--- config.mk ---
export PLATFORM = sky130hd
export DESIGN_NAME = hz_ctrl
export DESIGN_NICKNAME = d
export VERILOG_FILES = /design/src/rtl/hz_pkg.sv /design/src/rtl/hz_src_match.sv /design/src/rtl/hz_fwd_unit.sv /design/src/rtl/hz_load_use.sv /design/src/rtl/hz_ctrl.sv
export SDC_FILE = /design/constraint.sdc
export NUM_CORES = 1
export LEC_CHECK = 0
export BUFFER_PORTS_ARGS = -buffer_cell sky130_fd_sc_hd__clkbuf_2
export CELL_PAD_IN_SITES_DETAIL_PLACEMENT = 1
export CELL_PAD_IN_SITES_GLOBAL_PLACEMENT = 1
export CORE_UTILIZATION = 23
export DETAILED_ROUTE_END_ITERATION = 10
export PLACE_DENSITY_LB_ADDON = 0.08
export SYNTH_ARGS = -nofsm -noshare
export SYNTH_HDL_FRONTEND = slang
export SYNTH_SLANG_ARGS = --single-unit
--- constraint.sdc ---
create_clock -name vclk -period 2.8
set_input_delay 0.84 -clock vclk [all_inputs]
set_output_delay 0.84 -clock vclk [all_outputs]
set_load 0.005 [all_outputs]
--- src/rtl/hz_pkg.sv ---
package hz_pkg;
   typedef enum logic [1:0] {
      SEL_REGFILE = 2'b00,
      SEL_WBACK   = 2'b01,
      SEL_EXMEM   = 2'b10
   } opnd_sel_e;
endpackage

--- src/rtl/hz_src_match.sv ---
module hz_src_match #(
   parameter int REG_AW    = 5,
   parameter bit ZERO_HARD = 1'b1
) (
   input  logic [REG_AW-1:0] src,
   input  logic [REG_AW-1:0] dst,
   input  logic              dst_we,
   output logic              hit
);
   logic same;
   assign same = (src == dst) && dst_we;
   generate
      if (ZERO_HARD) begin : g_zero_guard
         assign hit = same && (dst != '0);
      end else begin : g_no_guard
         assign hit = same;
      end
   endgenerate
endmodule

--- src/rtl/hz_fwd_unit.sv ---
module hz_fwd_unit
   import hz_pkg::*;
#(
   parameter int REG_AW    = 5,
   parameter int NUM_SRC   = 2,
   parameter bit ZERO_HARD = 1'b1
) (
   input  logic [NUM_SRC-1:0][REG_AW-1:0] srcs,
   input  logic                           exmem_we,
   input  logic [REG_AW-1:0]              exmem_rd,
   input  logic                           memwb_we,
   input  logic [REG_AW-1:0]              memwb_rd,
   output opnd_sel_e [NUM_SRC-1:0]        sel
);
   for (genvar s = 0; s < NUM_SRC; s++) begin : g_src
      logic near_hit, far_hit;
      hz_src_match #(.REG_AW(REG_AW), .ZERO_HARD(ZERO_HARD)) u_near (
         .src(srcs[s]), .dst(exmem_rd), .dst_we(exmem_we), .hit(near_hit));
      hz_src_match #(.REG_AW(REG_AW), .ZERO_HARD(ZERO_HARD)) u_far (
         .src(srcs[s]), .dst(memwb_rd), .dst_we(memwb_we), .hit(far_hit));
      always_comb begin
         if (near_hit)     sel[s] = SEL_EXMEM;
         else if (far_hit) sel[s] = SEL_WBACK;
         else              sel[s] = SEL_REGFILE;
      end
   end
endmodule

--- src/rtl/hz_load_use.sv ---
module hz_load_use #(
   parameter int REG_AW    = 5,
   parameter int NUM_SRC   = 2,
   parameter bit ZERO_HARD = 1'b1
) (
   input  logic [NUM_SRC-1:0][REG_AW-1:0] id_srcs,
   input  logic                           ld_valid,
   input  logic [REG_AW-1:0]              ld_rd,
   output logic                           stall
);
   logic [NUM_SRC-1:0] dep;
   for (genvar s = 0; s < NUM_SRC; s++) begin : g_dep
      hz_src_match #(.REG_AW(REG_AW), .ZERO_HARD(ZERO_HARD)) u_cmp (
         .src(id_srcs[s]), .dst(ld_rd), .dst_we(ld_valid), .hit(dep[s]));
   end
   assign stall = |dep;
endmodule

--- src/rtl/hz_ctrl.sv ---
module hz_ctrl
   import hz_pkg::*;
#(
   parameter int REG_AW    = 5,
   parameter bit ZERO_HARD = 1'b1
) (
   input  logic [REG_AW-1:0] ex_rs1,
   input  logic [REG_AW-1:0] ex_rs2,
   input  logic [REG_AW-1:0] id_rs1,
   input  logic [REG_AW-1:0] id_rs2,
   input  logic              idex_memrd,
   input  logic [REG_AW-1:0] idex_rd,
   input  logic              exmem_we,
   input  logic [REG_AW-1:0] exmem_rd,
   input  logic              memwb_we,
   input  logic [REG_AW-1:0] memwb_rd,
   output logic [1:0]        fwd_a,
   output logic [1:0]        fwd_b,
   output logic              pc_hold,
   output logic              ifid_hold,
   output logic              idex_bubble
);
   localparam int NUM_SRC = 2;

   if (REG_AW < 1 || REG_AW > 8) begin : g_bad_aw
      $error("hz_ctrl: REG_AW out of range");
   end

   logic [NUM_SRC-1:0][REG_AW-1:0] ex_srcs, id_srcs;
   opnd_sel_e [NUM_SRC-1:0]        sel;
   logic                           stall;

   assign ex_srcs = {ex_rs2, ex_rs1};
   assign id_srcs = {id_rs2, id_rs1};

   hz_fwd_unit #(.REG_AW(REG_AW), .NUM_SRC(NUM_SRC), .ZERO_HARD(ZERO_HARD)) u_fwd (
      .srcs(ex_srcs), .exmem_we(exmem_we), .exmem_rd(exmem_rd),
      .memwb_we(memwb_we), .memwb_rd(memwb_rd), .sel(sel));

   hz_load_use #(.REG_AW(REG_AW), .NUM_SRC(NUM_SRC), .ZERO_HARD(ZERO_HARD)) u_lu (
      .id_srcs(id_srcs), .ld_valid(idex_memrd), .ld_rd(idex_rd), .stall(stall));

   assign fwd_a       = sel[0];
   assign fwd_b       = sel[1];
   assign pc_hold     = stall;
   assign ifid_hold   = stall;
   assign idex_bubble = stall;
endmodule

==> flow_summary.yaml <==
logic_synthesis:
  synth_top_cell_area_share_pct: 41.5
  ys_seq_area_share_pct: 0
  synth-simple-area-share_pct: 24.9
  yosysTopAreaCell: "xor2_1"
  yosysWarnings: 0
  synthCells: 53
  synth-xor-area-share_pct: 62.3
  synthesis.nets: 91
  netlist_area_sq_um: 422
  synth_top_family_by_area: "XOR/XNOR gates"
  synth.area.top_cells: "xor2_1 42%, xnor2_1 21%, or4_1 8.9%, buf_4 7.1%, nor4_2 5.9%"
  synthAdderAreaFrac_pct: 0
  synth.avg_cell_area_sq_um: 7.96
  synthMuxAreaShare_pct: 0
  synth_compound_area_share_pct: 5.64
  synth_cell_types: 12
worst_setup_path:
  cp-end-kind: "primary output"
  critPathLaunchType: "input port"
  cpMostUsedCell: "nor4_2"
  worstSetupPathType: "in -> out"
  cpMaxStageDelayCell: "or4_4"
  cp_cell_sequence: "buf_6 -> or4_4 -> o21ai_4 -> buf_4 -> nor4_2 -> nor4_2 -> buf_2"
  cpPeakStageDelay_ps: 540
  cp.required_ps: 1960
  crit_fanout: 2
  path_buf_inv: 3
  worstPathArrival_ps: 2080
  critPathTopFamily: "simple AND/OR/NAND/NOR gates"
routing:
  drc: 0
  wl_microns: 1630
  vias_per_cell: 4.41
  drt-wirelength-per-cell_microns: 12.2
  drtIter0Drc: 1
  num_vias: 586
  postRouteAntennaNets: 0
  drt_pass1_iterations: 2
place:
  routabilityCongestion: 0.694
  hpwl_microns: 1370
  port_buffers: 45
power:
  comb_power_share_pct: 100.0
  p_per_area_nw_per_um2: 139
  p_sw_share_pct: 44.2
  p_sw_uw: 51.2
  fin_total_pwr_uw: 116
  clkPwrFrac_pct: 0
  p_leak_uw: 0.000406
  p_int_uw: 64.7
  seqPwrFrac_pct: 0
  ir_worst_vdd_mv: 0.0486
floorplanning:
  start_util_pct: 24.4
  io_pins: 45
  core.rowCount: 15
  dieArea_sq_um: 2010
  die_w_microns: 44.8
  die_h_microns: 44.8
  coreArea_sq_um: 1730
cells_and_area:
  area_delta_synth_final_pct: 98.2
  num-clock-buffers: 0
  n_sequential_cell: 0
  final_util_pct: 48.4
  regArea_sq_um: 0
  drive_gt1_share_pct: 62.0
  nNetsFinal: 148
  antenna_cells: 0
grt:
  grt_usage_pct: 15.9
  grt_pass1_vias: 574
  grt_pass1_wl_microns: 2380
  grt_antenna_before_repair: 0
  overflow: 0
  grt_max_degree: 4
sta:
  fin_crit_sh_pct: 104
  tightest_slew_ps: 296
  grt_setup_unrepaired: "yes"
  relSlewSlack_pct: 80.1
  finalHoldViolCount: 0
  max_freq_ghz: 0.343
  setup_slack_ps: -117
  setup_viol: 4
  fin_crit_ps: 2920
  slew_viol_final: 0
  whs_ps: 2000
status:
  status: "finished with violations"
  violations: "negative setup slack"
run:
  maxCapViolCount: 0
worst_hold_path:
  hp-class: "in -> out"
## cells in the final DEF (no fill, tap or decap), drive strengths merged
cell type,count
a21oi,1
nor4,4
nor3,2
clkbuf,41
or4,5
xnor2,10
o21ai,3
xor2,20
nand3,4
buf,18
## power groups by stage
stage	Sequential, uW	Clock, uW	Combinational [uW]
2_1_floorplan	0	0	41.1
3_3_place_gp	0	0	96.6
3_5_place_dp	0	0	98.1
4_1_cts	0	0	114
5_1_grt	0	0	126
6_report	0	0	116
## final cells by class
cell class                      instances  area [sq um]
Fill cell                             233           891
Multi-Input combinational cell         49           432
Tap cell                               25          31.3
Timing Repair Buffer                   59           373
## logic make-up (layout without fill, tap and decap cells)
family | after synthesis | count (layout)
AOI/OAI and AO/OA | 4 | 4
xor gates and xnor gates | 30 | 30
buffers and inverters | 4 | 59
and+or+nand+nor | 15 | 15
## synth_stat cells (all sizes together)
library cell and instances:
nor3 2, xnor2 10, or4 5, nand3 4, a21oi 1, xor2 20, o21ai 3, buf 4
nor4 4
## final timing paths
path  cells after the start         from       end
min                       4   idex_memrd   pc_hold
max                       7  exmem_rd[1]  fwd_b[0]
## stage by stage
stage                     instances  setup WS, ps  setup TNS (ps)  area, sq um
after floorplan                  53          93.8               0          422
after CTS                       132          -133            -314          816
after global placement          129          -143            -284          723
after detailed placement        129          -187            -373          723
after global routing            133          -190            -612          836
final                           133          -117            -399          836
## per-layer routing
| metal | GRT usage (%) | vias up | wire [microns] |
|---|---|---|---|
| met5 | 0 | - | 0 |
| met4 | 0 | 0 | 0 |
| met3 | 0 | 0 | 105 |
| met2 | 34.4 | 28 | 895 |
| met1 | 17.8 | 262 | 627 |
| li1 | - | 296 | - |
## what timing repair did
item / 4_1_cts / 5_1_grt
pin swaps: 8 / 0
setup buffers: 3 / 1
gates resized for setup: 11 / 4
gates cloned: 0 / 0
hold buffers: 0 / 0
endpoints found under the setup margin: 3 / 4
No activity file was read; power rests on OpenSTA's default activity.
